[src/rtl/trap_route_pkg.sv]
// Shared encodings for the trap routing unit.
// Assumes a two-bit privilege field and the packed status layout below.
package trap_route_pkg;

    localparam int ST_W = 13;

    typedef enum logic [1:0] {
        PRIV_U   = 2'd0,
        PRIV_S   = 2'd1,
        PRIV_RSV = 2'd2,
        PRIV_M   = 2'd3
    } priv_e;

    // Packed status word; bit 0 is sie, bit 12 is stl.
    typedef struct packed {
        logic       stl;
        logic       sp2p;
        logic       sp2v;
        logic       spv;
        logic       mtl;
        logic       mpv;
        logic [1:0] mpp;
        logic       mpie;
        logic       mie;
        logic       spp;
        logic       spie;
        logic       sie;
    } st_t;

    localparam int EC_FROM_U  = 8;
    localparam int EC_FROM_HS = 9;
    localparam int EC_FROM_VS = 10;
    localparam int EC_FROM_M  = 11;

endpackage

[src/rtl/trap_cause_map.sv]
// Re-encodes environment-call causes from privilege and virtualization
// state, and forms the reported cause word with the interrupt flag on top.
// Assumes CAUSE_W < XLEN and CAUSE_W >= 4.
module trap_cause_map #(
    parameter int XLEN    = 64,
    parameter int CAUSE_W = 8
) (
    input  logic               async_i,
    input  logic [CAUSE_W-1:0] cause_i,
    input  logic [1:0]         priv_i,
    input  logic               virt_i,
    output logic [CAUSE_W-1:0] code_o,
    output logic [XLEN-1:0]    word_o
);
    import trap_route_pkg::*;

    localparam logic [CAUSE_W-1:0] C_U  = CAUSE_W'(EC_FROM_U);
    localparam logic [CAUSE_W-1:0] C_HS = CAUSE_W'(EC_FROM_HS);
    localparam logic [CAUSE_W-1:0] C_VS = CAUSE_W'(EC_FROM_VS);
    localparam logic [CAUSE_W-1:0] C_M  = CAUSE_W'(EC_FROM_M);

    // Pick the environment-call code for the current mode.
    always_comb begin
        code_o = cause_i;
        if (!async_i && cause_i == C_U) begin
            unique case (priv_i)
                PRIV_M:  code_o = C_M;
                PRIV_S:  code_o = virt_i ? C_VS : C_HS;
                default: code_o = C_U;
            endcase
        end
    end

    // Zero-extend the code and put the interrupt flag in the top bit.
    always_comb begin
        word_o                = '0;
        word_o[CAUSE_W-1:0]   = code_o;
        word_o[XLEN-1]        = async_i;
    end

endmodule

[src/rtl/trap_level_sel.sv]
// Two-stage delegation decision: machine masks choose S-level versus
// M-level, then hypervisor masks and force-HS choose guest versus host.
// Assumes XLEN is a power of two and CAUSE_W >= log2(XLEN).
module trap_level_sel #(
    parameter int XLEN    = 64,
    parameter int CAUSE_W = 8,
    parameter bit HYP_EN  = 1'b1
) (
    input  logic               async_i,
    input  logic [CAUSE_W-1:0] code_i,
    input  logic [1:0]         priv_i,
    input  logic               virt_i,
    input  logic               force_hs_i,
    input  logic [XLEN-1:0]    mideleg_i,
    input  logic [XLEN-1:0]    medeleg_i,
    input  logic [XLEN-1:0]    hideleg_i,
    input  logic [XLEN-1:0]    hedeleg_i,
    output logic               to_s_o,
    output logic               to_vs_o
);
    import trap_route_pkg::*;

    localparam int IDX_W = $clog2(XLEN);

    logic            in_range;
    logic [IDX_W-1:0] idx;
    logic [XLEN-1:0] m_mask;
    logic [XLEN-1:0] h_mask;

    // Select masks by trap class and bound the index.
    always_comb begin
        in_range = (32'(code_i) < 32'(XLEN));
        idx      = code_i[IDX_W-1:0];
        m_mask   = async_i ? mideleg_i : medeleg_i;
        h_mask   = async_i ? hideleg_i : hedeleg_i;
    end

    // First stage: machine-level delegation.
    always_comb begin
        to_s_o = (priv_i == PRIV_U || priv_i == PRIV_S) && in_range && m_mask[idx];
    end

    // Second stage: stay in the guest only when the extension exists.
    generate
        if (HYP_EN) begin : g_hyp
            always_comb begin
                to_vs_o = to_s_o && virt_i && h_mask[idx] && !force_hs_i;
            end
        end else begin : g_nohyp
            always_comb begin
                to_vs_o = 1'b0;
            end
        end
    endgenerate

endmodule

[src/rtl/trap_state_next.sv]
// Computes the next privilege, virtualization, force-HS and status fields
// for a trap whose destination level is already decided.
// Assumes virt_i is already forced low when HYP_EN is 0.
module trap_state_next #(
    parameter bit HYP_EN = 1'b1
) (
    input  logic                            to_s_i,
    input  logic                            to_vs_i,
    input  logic [1:0]                      priv_i,
    input  logic                            virt_i,
    input  logic                            force_hs_i,
    input  logic [trap_route_pkg::ST_W-1:0] st_i,
    output logic [1:0]                      priv_o,
    output logic                            virt_o,
    output logic                            force_hs_o,
    output logic [trap_route_pkg::ST_W-1:0] st_o,
    output logic                            swap_o
);
    import trap_route_pkg::*;

    st_t cur;
    st_t nxt;

    assign cur  = st_t'(st_i);
    assign st_o = ST_W'(nxt);

    // Apply the update set for the chosen destination.
    always_comb begin
        nxt        = cur;
        priv_o     = priv_i;
        virt_o     = 1'b0;
        force_hs_o = HYP_EN ? force_hs_i : 1'b0;
        swap_o     = 1'b0;
        if (to_s_i) begin
            if (to_vs_i) begin
                virt_o = 1'b1;
            end else if (HYP_EN) begin
                nxt.sp2v = cur.spv;
                nxt.sp2p = cur.spp;
                nxt.spv  = virt_i;
                if (virt_i) begin
                    nxt.stl    = force_hs_i;
                    swap_o     = 1'b1;
                    force_hs_o = 1'b0;
                end
            end
            nxt.spie = cur.sie;
            nxt.spp  = (priv_i == PRIV_S);
            priv_o   = PRIV_S;
        end else begin
            if (HYP_EN) begin
                swap_o  = virt_i;
                nxt.mpv = virt_i;
                nxt.mtl = force_hs_i;
            end
            nxt.mpie = cur.mie;
            nxt.mpp  = priv_i;
            priv_o   = PRIV_M;
        end
    end

endmodule

[src/rtl/trap_route_unit.sv]
// Top of the trap routing unit: maps the cause, decides the level,
// computes the new state and registers everything on a trap strobe.
// Assumes trap_valid_i is a single-cycle pulse per trap.
module trap_route_unit #(
    parameter int XLEN    = 64,
    parameter int CAUSE_W = 8,
    parameter bit HYP_EN  = 1'b1
) (
    input  logic                            clk,
    input  logic                            rst_n,
    input  logic                            trap_valid_i,
    input  logic                            async_i,
    input  logic [CAUSE_W-1:0]              cause_i,
    input  logic [1:0]                      priv_i,
    input  logic                            virt_i,
    input  logic                            force_hs_i,
    input  logic [XLEN-1:0]                 mideleg_i,
    input  logic [XLEN-1:0]                 medeleg_i,
    input  logic [XLEN-1:0]                 hideleg_i,
    input  logic [XLEN-1:0]                 hedeleg_i,
    input  logic [trap_route_pkg::ST_W-1:0] st_i,
    output logic                            done_o,
    output logic [XLEN-1:0]                 cause_o,
    output logic [1:0]                      priv_o,
    output logic                            virt_o,
    output logic                            force_hs_o,
    output logic [trap_route_pkg::ST_W-1:0] st_o,
    output logic                            swap_o
);
    import trap_route_pkg::*;

    logic               virt_eff;
    logic [CAUSE_W-1:0] code;
    logic [XLEN-1:0]    word;
    logic               to_s;
    logic               to_vs;
    logic [1:0]         priv_nx;
    logic               virt_nx;
    logic               force_nx;
    logic [ST_W-1:0]    st_nx;
    logic               swap_nx;

    // Ignore the virtualization input when the extension is absent.
    generate
        if (HYP_EN) begin : g_virt
            assign virt_eff = virt_i;
        end else begin : g_novirt
            assign virt_eff = 1'b0;
        end
    endgenerate

    trap_cause_map #(.XLEN(XLEN), .CAUSE_W(CAUSE_W)) u_map (
        .async_i (async_i),
        .cause_i (cause_i),
        .priv_i  (priv_i),
        .virt_i  (virt_eff),
        .code_o  (code),
        .word_o  (word)
    );

    trap_level_sel #(.XLEN(XLEN), .CAUSE_W(CAUSE_W), .HYP_EN(HYP_EN)) u_sel (
        .async_i    (async_i),
        .code_i     (code),
        .priv_i     (priv_i),
        .virt_i     (virt_eff),
        .force_hs_i (force_hs_i),
        .mideleg_i  (mideleg_i),
        .medeleg_i  (medeleg_i),
        .hideleg_i  (hideleg_i),
        .hedeleg_i  (hedeleg_i),
        .to_s_o     (to_s),
        .to_vs_o    (to_vs)
    );

    trap_state_next #(.HYP_EN(HYP_EN)) u_nxt (
        .to_s_i     (to_s),
        .to_vs_i    (to_vs),
        .priv_i     (priv_i),
        .virt_i     (virt_eff),
        .force_hs_i (force_hs_i),
        .st_i       (st_i),
        .priv_o     (priv_nx),
        .virt_o     (virt_nx),
        .force_hs_o (force_nx),
        .st_o       (st_nx),
        .swap_o     (swap_nx)
    );

    // Commit all results together on the trap strobe; hold otherwise.
    always_ff @(posedge clk) begin
        if (!rst_n) begin
            done_o     <= 1'b0;
            swap_o     <= 1'b0;
            cause_o    <= '0;
            priv_o     <= PRIV_M;
            virt_o     <= 1'b0;
            force_hs_o <= 1'b0;
            st_o       <= '0;
        end else if (trap_valid_i) begin
            done_o     <= 1'b1;
            swap_o     <= swap_nx;
            cause_o    <= word;
            priv_o     <= priv_nx;
            virt_o     <= virt_nx;
            force_hs_o <= force_nx;
            st_o       <= st_nx;
        end else begin
            done_o     <= 1'b0;
            swap_o     <= 1'b0;
        end
    end

endmodule

[config.mk]
export PLATFORM = sky130hd
export DESIGN_NAME = trap_route_unit
export DESIGN_NICKNAME = d
export VERILOG_FILES = /design/src/rtl/trap_route_pkg.sv /design/src/rtl/trap_cause_map.sv /design/src/rtl/trap_level_sel.sv /design/src/rtl/trap_state_next.sv /design/src/rtl/trap_route_unit.sv
export SDC_FILE = /design/constraint.sdc
export NUM_CORES = 1
export LEC_CHECK = 0
export BUFFER_PORTS_ARGS = -buffer_cell sky130_fd_sc_hd__buf_2
export CAP_MARGIN = 25
export CORE_ASPECT_RATIO = 0.75
export CORE_UTILIZATION = 29
export CTS_CLUSTER_DIAMETER = 50
export DETAILED_ROUTE_END_ITERATION = 16
export SYNTH_ARGS = -nofsm -noshare
export SYNTH_HDL_FRONTEND = slang
export SYNTH_HIERARCHICAL = 1
export SYNTH_SLANG_ARGS = --single-unit
[constraint.sdc]
create_clock -name clk -period 8.85 [get_ports clk]
set_input_delay 1.3275 -clock clk [delete_from_list [all_inputs] [get_ports clk]]
set_output_delay 1.3275 -clock clk [all_outputs]
set_load 0.05 [all_outputs]
==> results of run 1 <==
==> logic make-up after synthesis <==
kind of cell,after synthesis,share of synthesized area (%)
multiplexers,168,38.9
AND/OR/NAND/NOR,124,12.1
buffers and inverters,120,15.6
flip-flops,83,26.2
AO/OA/AOI/OAI,50,7.10
other,2,0.118
==> layer usage <==
| layer | track usage (%) | wire length, um | vias up |
|---|---|---|---|
| li1 | - | - | 2545 |
| met1 | 23.7 | 8890 | 2536 |
| met2 | 28.6 | 9510 | 240 |
| met3 | 6.59 | 1970 | 16 |
| met4 | 3.90 | 236 | 2 |
| met5 | 0 | 13 | - |
==> state kept, by name, indices dropped and copies added (netlist names) <==
name / cells
cause_o: 64
st_o: 13
priv_o: 2
done_o: 1
force_hs_o: 1
swap_o: 1
virt_o: 1
==> cells in the final DEF, fill, tap and decap left out, types with 2 or more instances in the layout <==
cell type / count
sky130_fd_sc_hd__buf_2: 365
sky130_fd_sc_hd__mux2i_1: 98
sky130_fd_sc_hd__nor2b_1: 88
sky130_fd_sc_hd__dfxtp_1: 83
sky130_fd_sc_hd__conb_1: 56
sky130_fd_sc_hd__mux4_2: 53
sky130_fd_sc_hd__nand2_1: 12
sky130_fd_sc_hd__a22oi_1: 10
sky130_fd_sc_hd__clkbuf_16: 9
sky130_fd_sc_hd__mux2_2: 9
sky130_fd_sc_hd__mux4_1: 7
sky130_fd_sc_hd__buf_4: 6
sky130_fd_sc_hd__inv_1: 6
sky130_fd_sc_hd__and2_1: 5
sky130_fd_sc_hd__a221oi_2: 5
sky130_fd_sc_hd__a211oi_1: 4
sky130_fd_sc_hd__a21oi_1: 4
sky130_fd_sc_hd__nand2b_1: 3
sky130_fd_sc_hd__nand3_1: 3
sky130_fd_sc_hd__o21ai_0: 3
sky130_fd_sc_hd__a22o_1: 3
sky130_fd_sc_hd__o21ai_1: 3
sky130_fd_sc_hd__diode_2: 2
sky130_fd_sc_hd__bufinv_16: 2
sky130_fd_sc_hd__clkinv_4: 2
sky130_fd_sc_hd__nor2_1: 2
sky130_fd_sc_hd__o41ai_4: 2
sky130_fd_sc_hd__a31oi_1: 2
sky130_fd_sc_hd__a211oi_2: 2
==> worst register-to-register path, cell delays in order (launching register included) <==
cell                      delay, ns
sky130_fd_sc_hd__dfxtp_1       0.31
sky130_fd_sc_hd__mux2i_1       0.13
sky130_fd_sc_hd__nand2_1       0.07
==> final cells by class <==
type | instances | area, um2
well taps | 288 | 360
clock inverters | 7 | 101
flip-flops and latches | 83 | 1660
repair buffers | 373 | 1900
multi-input cells | 398 | 3930
clock buffers | 9 | 225
fillers | 2122 | 13100
inverters | 6 | 22.5
diodes | 2 | 5.00
==> where the power goes <==
part           internal [uW]  switching (uW)  leakage [uW]
clock network            250             161      0.000158
registers                396            10.0      0.000685
logic                    155             200       0.00318
total                    800             371       0.00403
==> per-stage QoR <==
step	hold slack, ns	area, um2	utilization [%]
CTS	0.475	8190	38.5
finish	0.472	8210	38.5
floorplan	0.743	6550	-
global placement	0.454	7860	36.9
detailed placement	0.457	7860	36.9
global route	0.509	8200	38.5
==> worst paths after layout <==
check,end,from
hold / removal,priv_o[1]$_SDFFE_PN1P_,priv_o[1]$_SDFFE_PN1P_
setup / recovery,st_o[12]$_SDFFE_PN0P_,async_i
setup reg to reg,priv_o[0]$_SDFFE_PN1P_,priv_o[0]$_SDFFE_PN1P_
hold reg to reg,priv_o[1]$_SDFFE_PN1P_,priv_o[1]$_SDFFE_PN1P_
==> summary.txt, run 1 <==
Synthesis
  • Top-area cell type share of the netlist area: 26.2%
  • Commonest register cell after synthesis: sky130_fd_sc_hd__dfxtp_1
  • Top area cells in the synthesized netlist: sky130_fd_sc_hd__dfxtp_1 26%, sky130_fd_sc_hd__mux4_2 19%, sky130_fd_sc_hd__mux2i_1 15%
  • Number of register bits inferred by synthesis: between 80 and 90
  • Most instantiated library cell after synthesis: sky130_fd_sc_hd__mux2i_1
  • Post-Syn Area per Cell: 11.6 um2
  • Post-Syn Area: 6350 um2
  • Cells after Synth: 547
  • Largest area contributor in the synthesized netlist: sky130_fd_sc_hd__dfxtp_1
  • Proportion of synthesized chip area in sequential cells: 26.2%
  • Yosys warns: 6
  • Most common library cells after synthesis: 98 x sky130_fd_sc_hd__mux2i_1, 88 x sky130_fd_sc_hd__nor2b_1, 83 x sky130_fd_sc_hd__dfxtp_1
  • Yosys cell types: 53
  • Proportion of synthesized flip-flops having asynchronous set or reset: 0%
  • Number of enable flip-flop cells after synthesis: 0

Timing
  • F_max: 181 MHz
  • Final hold violation count: 0
  • Count of final max-slew check failures: 0
  • Final setup margin: around 3.3 ns
  • Period utilisation layout: 62.4%
  • Worst slew margin relative to its limit: 37.0%
  • Accumulated negative setup slack: 0 ns
  • Post-layout minimum cycle time: 5.52 ns
  • Maximum clock skew at final layout: 0 ns
  • Worst-margin pin slew: 0.943 ns
  • Unrepaired setup endpoints after global routing: false
  • Final count of negative-setup-slack endpoints: 0

Setup path
  • Combined buffer and inverter count along the critical path: 2
  • Critical Path Start Type: input pin
  • Required time of the critical path: 9.08 ns
  • Crit path cell chain: buf_4, nand4bb_1, o41ai_4, buf_6, mux4_2, nor2b_1, a211oi_1, a211oi_2, a211oi_1, a311o_1, a211oi_2, nand3b_2, mux2_1, mux2i_1, nor2b_1
  • Setup CP Type: input pin to register
  • Critical path depth: 15
  • Family with the most delay on the worst path: compound AO/OA/AOI/OAI gates
  • Worst r2r path cells: 2
  • Critical path's slowest cell: sky130_fd_sc_hd__a211oi_2
  • Endpoint type of the worst setup path: register
  • Signal arrival time at the worst endpoint: about 5.8 ns
  • Reg-to-reg setup timing slack: slightly above 8 ns
  • Critical Path Fanout Max: 56
  • Delay contributed by the slowest stage of the critical path: roughly 0.83 ns

Clock tree
  • Setup repair bufs after CTS: 0
  • Deepest level of the CTS H-tree: 3
  • CTS tree: built
  • Clock transition at the register clock pins on the worst setup and hold paths after CTS: ~0.07 ns
  • Clock root cell: sky130_fd_sc_hd__clkbuf_16
  • Clk sinks: 83
  • Number of buffers added to fix hold violations after cts: 0
  • Total clock buffers created by CTS: 9
  • Buffer depth of the longest clock path: 2
  • Latest clock arrival within the worst-skew pair: 0.34 ns
  • Gates resized, CTS repair: 0

Place
  • DP HPWL: approximately 17 mm
  • Weighted congestion at the end of routability-driven global placement: around 0.91
  • Setup slack after placement: 2.37 ns
  • Placed Instances: 1147
  • I/O Buffers: ~370

Global routing
  • Pin count of the biggest net entering global routing: 84
  • Global-route usage over all layers: around 18%
  • Wire length of the first global-routing pass: just over 30 mm
  • Via count of the first global-routing pass: 5225
  • Remaining global-route overflow: 0
  • Number of antenna violations at the first check in global routing: 3

Floorplan
  • Die width: around 170 um
  • DIE AREA: 22500 um2
  • Floorplan row count: 46
  • Initial cell density of the core: 29.8%
  • Vertical die dimension: about 130 um
  • Core ar.: 21300 um2
  • Boundary Pins: ~370

Drt
  • Detailed-route DRC error count: 0
  • Post-detailed-route via-to-cell ratio: between 4 and 5
  • DRT antenna net count: 0
  • Routed len/inst: 17.7 um
  • First-pass DRT Iterations: 4
  • Post-Route WL: 20.6 mm
  • Vias after detailed routing: roughly 5300
  • DRT iter0 DRCs: 351

Cells and area
  • Layout net count: 1156
  • Share of final-layout standard cells stronger than drive strength 1: 53.7%
  • Final standard cell count with taps included and fillers excluded: 1166
  • Post-synthesis to final-layout area growth: 29.3%

Pwr
  • Power per cell area: about 140 nW/um2
  • Peak supply drop: 94.0 uV
  • PnR Total Power: 1170 uW
  • Static Leakage: 0.00403 uW

Status
  • Status: completed

Min path
  • Hold path depth: 2
  • Type of the most critical hold path: register to register

Run
  • Number of max-cap violations: 0
No activity file was read; power rests on OpenSTA's default activity.
==> run 2, diff against run 1 <==
--- a/config.mk
+++ b/config.mk
@@ -5,6 +5,7 @@
 export SDC_FILE = /design/constraint.sdc
 export NUM_CORES = 1
 export LEC_CHECK = 0
+export ABC_AREA = 1
 export BUFFER_PORTS_ARGS = -buffer_cell sky130_fd_sc_hd__buf_2
 export CAP_MARGIN = 25
 export CORE_ASPECT_RATIO = 0.75
==> constraint.sdc (replaced) <==
create_clock -name clk -period 5.3 [get_ports clk]
set_input_delay 0.795 -clock clk [delete_from_list [all_inputs] [get_ports clk]]
set_output_delay 0.795 -clock clk [all_outputs]
set_load 0.05 [all_outputs]
==> run 2 against run 1 <==
Critical path depth rose by 6; sequential power rose by 70%; combinational power rose by 95%; global-route usage rose by 2.2 points; largest cell class unchanged; clock power up 63%; via count grew 61%; first-iteration DRC count grew 71%; largest power group is now combinational logic; die area rose by 14%; total power is 75% higher.
==> summary.txt, run 2 <==
Global routing
  • Via count of the first global-routing pass: 7804 (+49%)
  • Pin count of the biggest net entering global routing: 146 (+74%)
  • Number of antenna violations at the first check in global routing: 1 (-2)
  • Global-route usage over all layers: 20.3% (+2.2 points)
  • Remaining global-route overflow: 0 (unchanged)
  • Wire length of the first global-routing pass: 41.0 mm (+33%)

Drt
  • Post-Route WL: 26.8 mm (+30%)
  • Post-detailed-route via-to-cell ratio: 4.35 (-4.9%)
  • Detailed-route DRC error count: 0 (unchanged)
  • Routed len/inst: 13.6 um (-23%)
  • First-pass DRT Iterations: 5 (+1)
  • DRT antenna net count: 0 (unchanged)
  • Vias after detailed routing: 8600 (+61%)
  • DRT iter0 DRCs: 600 (+71%)

Timing
  • Maximum clock skew at final layout: 0 ns (unchanged)
  • Post-layout minimum cycle time: 3.68 ns
  • Unrepaired setup endpoints after global routing: false
  • Final setup margin: 1.62 ns (-1.70 ns)
  • Worst-margin pin slew: 0.998 ns (+0.0541 ns)
  • Period utilisation layout: 69.4%
  • Accumulated negative setup slack: 0 ns (unchanged)
  • Final hold violation count: 0 (unchanged)
  • Worst slew margin relative to its limit: 33.5% (-3.5 points)
  • Count of final max-slew check failures: 0 (unchanged)
  • Final count of negative-setup-slack endpoints: 0 (unchanged)
  • F_max: 272 MHz

Clock tree
  • Clock transition at the register clock pins on the worst setup and hold paths after CTS: 0.06 ns (about the same)
  • Buffer depth of the longest clock path: 2 (unchanged)
  • Clk sinks: 83 (unchanged)
  • Setup repair bufs after CTS: 0 (unchanged)
  • Gates resized, CTS repair: 0 (unchanged)
  • Deepest level of the CTS H-tree: 3 (unchanged)
  • Latest clock arrival within the worst-skew pair: 0.33 ns (about the same)
  • Total clock buffers created by CTS: 9 (unchanged)
  • Number of buffers added to fix hold violations after cts: 0 (unchanged)
  • Clock root cell: sky130_fd_sc_hd__clkbuf_16
  • CTS tree: built

Floorplan
  • Die width: 185 um (+7.0%)
  • DIE AREA: 25700 um2 (+14%)
  • Vertical die dimension: 139 um (+7.0%)
  • Core ar.: 24300 um2 (+14%)
  • Boundary Pins: 368 (unchanged)
  • Floorplan row count: 49 (+6.5%)
  • Initial cell density of the core: 30.0% (+0.17 points)

Synthesis
  • Yosys warns: 6 (unchanged)
  • Top-area cell type share of the netlist area: 25.6% (-0.55 points)
  • Yosys cell types: 24 (-55%)
  • Proportion of synthesized flip-flops having asynchronous set or reset: 0% (unchanged)
  • Number of enable flip-flop cells after synthesis: 0 (unchanged)
  • Cells after Synth: 1352 (+150%)
  • Top area cells in the synthesized netlist: sky130_fd_sc_hd__nand2_1 26%, sky130_fd_sc_hd__dfxtp_1 23%, sky130_fd_sc_hd__nand3_1 15%
  • Most common library cells after synthesis: 497 x sky130_fd_sc_hd__nand2_1, 222 x sky130_fd_sc_hd__nand3_1, 192 x sky130_fd_sc_hd__inv_1
  • Post-Syn Area per Cell: 5.38 um2 (-54%)
  • Largest area contributor in the synthesized netlist: sky130_fd_sc_hd__nand2_1
  • Most instantiated library cell after synthesis: sky130_fd_sc_hd__nand2_1
  • Number of register bits inferred by synthesis: 83 (unchanged)
  • Post-Syn Area: 7280 um2 (+15%)
  • Commonest register cell after synthesis: sky130_fd_sc_hd__dfxtp_1
  • Proportion of synthesized chip area in sequential cells: 22.8% (-3.3 points)

Cells and area
  • Layout net count: 1925 (+67%)
  • Filler Cells Inserted: 2842 (+34%)
  • Share of final-layout standard cells stronger than drive strength 1: 25.8% (-28 points)
  • Most frequent cells in the layout: 496 x sky130_fd_sc_hd__nand2_1, 365 x sky130_fd_sc_hd__buf_2, 222 x sky130_fd_sc_hd__nand3_1
  • Most frequent standard cell in the layout excluding fill and tap cells: sky130_fd_sc_hd__nand2_1
  • Largest register FFs: 64 (unchanged)
  • Combined area of the multi-input logic cells: 4050 um2 (+3.0%)
  • Register ranked first by flip-flop count: cause_o
  • Largest registers: cause_o: 64 flops, st_o: 13 flops, priv_o: 2 flops
  • Register cell area after layout: 1660 um2 (unchanged)
  • Diode count: 0 (-2)
  • Post-synthesis to final-layout area growth: 25.0%

Setup path
  • Worst r2r path cells: 2 (unchanged)
  • Required time of the critical path: 5.57 ns (-3.51 ns)
  • Signal arrival time at the worst endpoint: 3.95 ns (-1.80 ns)
  • Critical Path Fanout Max: 65 (+16%)
  • Critical Path Start Type: input pin
  • Setup CP Type: input pin to register
  • Endpoint type of the worst setup path: register

Min path
  • Type of the most critical hold path: register to register
  • Hold path depth: 2 (unchanged)

Run
  • Number of max-cap violations: 0 (unchanged)

Place
  • I/O Buffers: 367 (unchanged)
  • DP HPWL: 20.7 mm (+22%)
  • Weighted congestion at the end of routability-driven global placement: 0.884 (-2.6%)
  • Setup slack after placement: 1.26 ns (-1.11 ns)

Status
  • Status: completed

Pwr
  • Peak supply drop: 152 uV (+61%)
  • Power per cell area: 226 nW/um2 (+58%)
  • Static Leakage: 0.00543 uW (+35%)
-- run 2: cell types whose count changed after synthesis, moves of 88 or more --
| cell | change |
|---|---|
| sky130_fd_sc_hd__nand2_1 | +485 |
| sky130_fd_sc_hd__nand3_1 | +219 |
| sky130_fd_sc_hd__inv_1 | +186 |
| sky130_fd_sc_hd__nor2_1 | +164 |
| sky130_fd_sc_hd__mux2i_1 | -98 |
| sky130_fd_sc_hd__nor2b_1 | -88 |
-- run 2: per-layer routing --
layer  global-route usage, %  vias up  share of wire (%)
met5                       0        -              0.063
met4                    3.83        2                1.6
met3                    5.44       31                7.9
met2                    32.3      313                 44
met1                    27.4     3776                 46
li1                        -     4478                  -
-- run 2: area by class of cell --
class / count / share of cell area [%]
multi-input combinational: 975 / 44.5
timing repair buffer: 377 / 21.2
sequential: 83 / 18.3
inverter: 194 / 8.03
tap: 331 / 4.55
clock buffer: 9 / 2.48
clock inverter: 6 / 1.00
-- run 2: critical path, cell delays in order --
cell	delay, ns
sky130_fd_sc_hd__buf_4	0.18
sky130_fd_sc_hd__nor3b_4	0.27
sky130_fd_sc_hd__nand3_1	0.12
sky130_fd_sc_hd__nand2_2	0.08
sky130_fd_sc_hd__buf_4	0.57
sky130_fd_sc_hd__nand3_1	0.29
sky130_fd_sc_hd__nand3_1	0.16
sky130_fd_sc_hd__nand3_1	0.09
sky130_fd_sc_hd__nand2_1	0.10
sky130_fd_sc_hd__nand2_1	0.05
sky130_fd_sc_hd__nand3_1	0.10
sky130_fd_sc_hd__nand3_1	0.08
sky130_fd_sc_hd__nand3_1	0.13
sky130_fd_sc_hd__inv_1	0.25
sky130_fd_sc_hd__nand2_1	0.22
sky130_fd_sc_hd__nand2_1	0.07
sky130_fd_sc_hd__o21ai_1	0.08
sky130_fd_sc_hd__inv_1	0.05
sky130_fd_sc_hd__nand2_1	0.05
sky130_fd_sc_hd__nand2_1	0.06
sky130_fd_sc_hd__nor2_1	0.09
-- run 2: final timing paths --
check | start | endpoint | slack (ns)
worst max-delay path | async_i | st_o[11]$_SDFFE_PN0P_ | 1.62
worst min-delay path | cause_o[56]$_SDFFE_PN0P_ | cause_o[56]$_SDFFE_PN0P_ | 0.47
worst max register to register | cause_o[47]$_SDFFE_PN0P_ | cause_o[47]$_SDFFE_PN0P_ | 4.71
worst min register to register | cause_o[56]$_SDFFE_PN0P_ | cause_o[56]$_SDFFE_PN0P_ | 0.47
-- run 2: kinds of logic after synthesis --
family                 after synthesis  share of synthesized area, %
AND/OR/NAND/NOR                    913                          52.1
buffers and inverters              348                          24.4
flip-flops                          83                          22.8
AO/OA/AOI/OAI                        6                         0.602
other                                2                         0.103
-- run 2: per-stage QoR --
stage          hold slack, ns  instances  total power [uW]  area, um2  util (%)
6_report                0.466       1975              2050       9100      37.5
5_1_grt                 0.483       1975              2180       9100      37.5
4_1_cts                 0.469       1975              2070       9100      37.5
3_5_place_dp            0.460       1960              1390       8780      36.2
3_3_place_gp            0.443       1960              1390       8780      36.2
2_1_floorplan           0.686       1406              1210       7480         -
-- run 2: power by group --
part	internal [uW]	switching, uW	total [uW]
Sequential	668	21.9	690
Combinational	227	465	692
Clock	411	260	670
Total	1310	746	2050
==> run 3, diff against run 2 <==
--- a/config.mk
+++ b/config.mk
@@ -5,7 +5,7 @@
 export SDC_FILE = /design/constraint.sdc
 export NUM_CORES = 1
 export LEC_CHECK = 0
-export ABC_AREA = 1
+export ABC_AREA = 0
 export BUFFER_PORTS_ARGS = -buffer_cell sky130_fd_sc_hd__buf_2
 export CAP_MARGIN = 25
 export CORE_ASPECT_RATIO = 0.75
==> constraint.sdc (replaced) <==
create_clock -name clk -period 3.9 [get_ports clk]
set_input_delay 0.585 -clock clk [delete_from_list [all_inputs] [get_ports clk]]
set_output_delay 0.585 -clock clk [all_outputs]
set_load 0.05 [all_outputs]
==> run 3 against run 2 <==
Register-to-register slack worse by 1.4 ns; wire length down 21%; critical path depth down 3; hold slack better by 0.0094 ns; total power up 32%; largest cell class unchanged; sequential power up 33%; highest routed layer unchanged.
==> summary.txt, run 3 (synthesized netlist as in run 1, its figures left out) <==
Clock tree
  • Latest clock arrival within the worst-skew pair: 0.33 ns (about the same)
  • Clock root cell: sky130_fd_sc_hd__clkbuf_16
  • Buffer depth of the longest clock path: 2 (unchanged)
  • Clock transition at the register clock pins on the worst setup and hold paths after CTS: 0.06 ns (about the same)
  • Deepest level of the CTS H-tree: 3 (unchanged)
  • Clk sinks: 83 (unchanged)
  • Number of buffers added to fix hold violations after cts: 0 (unchanged)
  • Total clock buffers created by CTS: 9 (unchanged)
  • CTS tree: built

Setup path
  • Reg-to-reg setup timing slack: 3.27 ns (-1.44 ns)
  • Family with the most delay on the worst path: compound AO/OA/AOI/OAI gates
  • Setup CP Type: input pin to register
  • Reg-to-reg critical path startpoint: priv_o[1]$_SDFFE_PN1P_
  • First element of the critical path: cause_i[5]
  • Crit path cell chain: buf_6, or4_4, o41ai_4, buf_12, buf_12, buf_8, mux4_2, nor2b_4, a211oi_2, a21oi_1, nor3_1, a311o_2, a211oi_2, buf_4, buf_12, mux2_2, mux2i_1, nor2b_1
  • Crit-path most repeated cell: sky130_fd_sc_hd__buf_12
  • Signal arrival time at the worst endpoint: 4.10 ns (+0.15 ns)
  • Endpoint type of the worst setup path: register
  • Combined buffer and inverter count along the critical path: 6 (+2)
  • Required time of the critical path: 4.12 ns (-1.45 ns)
  • Critical Path Fanout Max: 8 (-88%)
  • Endpoint of the worst-slack reg-to-reg timing path: priv_o[1]$_SDFFE_PN1P_
  • Critical Path Start Type: input pin
  • Delay contributed by the slowest stage of the critical path: 0.55 ns (-0.02 ns)
  • Critical path depth: 18 (-14%)
  • Worst r2r path cells: 2 (unchanged)
  • Critical path's slowest cell: sky130_fd_sc_hd__or4_4

Drt
  • DRT iter0 DRCs: 256 (-57%)
  • Post-detailed-route via-to-cell ratio: 4.56 (+4.6%)
  • First-pass DRT Iterations: 4 (-1)
  • DRT antenna net count: 0 (unchanged)
  • Vias after detailed routing: 5486 (-36%)
  • Routed len/inst: 17.5 um (+29%)
  • Post-Route WL: 21.1 mm (-21%)
  • Detailed-route DRC error count: 0 (unchanged)

Global routing
  • Remaining global-route overflow: 0 (unchanged)
  • Wire length of the first global-routing pass: 31.9 mm (-22%)
  • Number of antenna violations at the first check in global routing: 5 (+4)
  • Pin count of the biggest net entering global routing: 56 (-62%)
  • Global-route usage over all layers: 18.4% (-1.9 points)
  • Via count of the first global-routing pass: 5569 (-29%)

Floorplan
  • Die width: 173 um (-6.5%)
  • DIE AREA: 22500 um2 (-13%)
  • Core ar.: 21300 um2 (-12%)
  • Vertical die dimension: 130 um (-6.5%)
  • Floorplan row count: 46 (-6.1%)
  • Initial cell density of the core: 29.8% (-0.17 points)
  • Boundary Pins: 368 (unchanged)

Min path
  • Source of the worst hold timing path: priv_o[0]$_SDFFE_PN1P_
  • Type of the most critical hold path: register to register
  • Hold EP: priv_o[0]$_SDFFE_PN1P_
  • Hold path depth: 2 (unchanged)

Timing
  • Final count of negative-setup-slack endpoints: 0 (unchanged)
  • Accumulated negative setup slack: 0 ns (unchanged)
  • Period utilisation layout: between 90% and 100%
  • F_max: 257 MHz
  • Maximum clock skew at final layout: 0 ns (unchanged)
  • Count of final max-slew check failures: 0 (unchanged)
  • Post-layout minimum cycle time: ~4 ns
  • Final hold violation count: 0 (unchanged)
  • Worst-margin pin slew: 0.929 ns (-0.0683 ns)
  • Unrepaired setup endpoints after global routing: true
  • Final setup margin: 0.0157 ns (-1.61 ns)
  • Worst slew margin relative to its limit: 38.0% (+4.6 points)

Pwr
  • Peak supply drop: 215 uV (+41%)
  • Power per cell area: 309 nW/um2 (+37%)
  • PnR Total Power: 2700 uW (+32%)
  • Static Leakage: 0.00432 uW (-21%)

Place
  • DP HPWL: 17.3 mm (-16%)
  • Setup slack after placement: -0.476 ns (-1.74 ns)
  • Placed Instances: 1179 (-40%)
  • I/O Buffers: 367 (unchanged)
  • Weighted congestion at the end of routability-driven global placement: 0.920 (+4.1%)
  • Placed Area: 8170 um2 (-7.0%)

Cells and area
  • Largest registers: cause_o: 64 flops, st_o: 13 flops, priv_o: 2 flops
  • Most frequent standard cell in the layout excluding fill and tap cells: sky130_fd_sc_hd__buf_2
  • Post-synthesis to final-layout area growth: 37.9%
  • Final standard cell count with taps included and fillers excluded: 1204 (-39%)
  • Layout net count: 1195 (-38%)
  • Most frequent cells in the layout: 362 x sky130_fd_sc_hd__buf_2, 94 x sky130_fd_sc_hd__mux2i_1, 85 x sky130_fd_sc_hd__nor2b_1
  • Post-route standard cell area excluding fillers: 8750 um2 (-3.8%)
  • Largest register FFs: 64 (unchanged)
  • Register ranked first by flip-flop count: cause_o
  • Share of final-layout standard cells stronger than drive strength 1: 57.5% (+32 points)

Status
  • Status: completed

Run
  • Number of max-cap violations: 0 (unchanged)
run 3: changes by cell type in the layout (fill, tap and decap cells not counted), sizes merged, moves of 5 or more:
cell	previous run	this run
buf	377	411
inv	194	6
nand2	497	12
mux4	0	60
mux2i	0	98
and2	0	5
a211oi	0	6
a221oi	0	6
a22oi	0	10
nor2	167	2
mux2	0	10
nor2b	0	89
or2	23	0
nand3	223	4
run 3: per-stage QoR:
stage	hold slack (ns)	utilization (%)
after floorplan	0.743	-
after global placement	0.451	38.4
after detailed placement	0.458	38.4
after CTS	0.474	40.5
after global routing	0.511	41.1
final	0.476	41.1
run 3: worst max path at each step:
stage	to	slack, ns
floorplan	st_o[10]$_SDFFE_PN0P_	-0.04
global placement	st_o[10]$_SDFFE_PN0P_	-0.43
detailed placement	st_o[10]$_SDFFE_PN0P_	-0.48
CTS	st_o[11]$_SDFFE_PN0P_	-0.009
global route	st_o[12]$_SDFFE_PN0P_	-0.10
finish	st_o[1]$_SDFFE_PN0P_	0.02
run 3: per-layer routing:
layer	track usage, %	part of all wire (%)	vias to the layer above
met3	6.59	9.2	31
met5	0	0.062	-
met1	23.9	44	2582
met4	4.06	1.6	2
met2	29.3	45	256
li1	-	-	2615
run 3: what timing repair did:
item,4_1_cts,5_1_grt
resized for setup,22,22
cloned,0,1
buffers inserted,5,2
setup endpoints to repair,3,11
pin swaps,14,23
run 3: report_power, final:
part	switching (uW)	internal (uW)	total, uW
clock network	325	589	914
logic	467	400	867
registers	22.7	899	921
total	814	1890	2700
run 3: area by class of cell:
type	instances	area [um2]
diodes	3	7.51
clock buffers	12	256
clock inverters	2	60.1
fillers	2146	12500
inverters	6	22.5
multi-input cells	398	4030
flip-flops and latches	83	1660
well taps	288	360
repair buffers	412	2360
run 3: worst reg2reg max path, cell delays in order (launching register included):
cell and delay, ns:
sky130_fd_sc_hd__dfxtp_1 0.31, sky130_fd_sc_hd__mux2i_1 0.12, sky130_fd_sc_hd__nand2_1 0.07
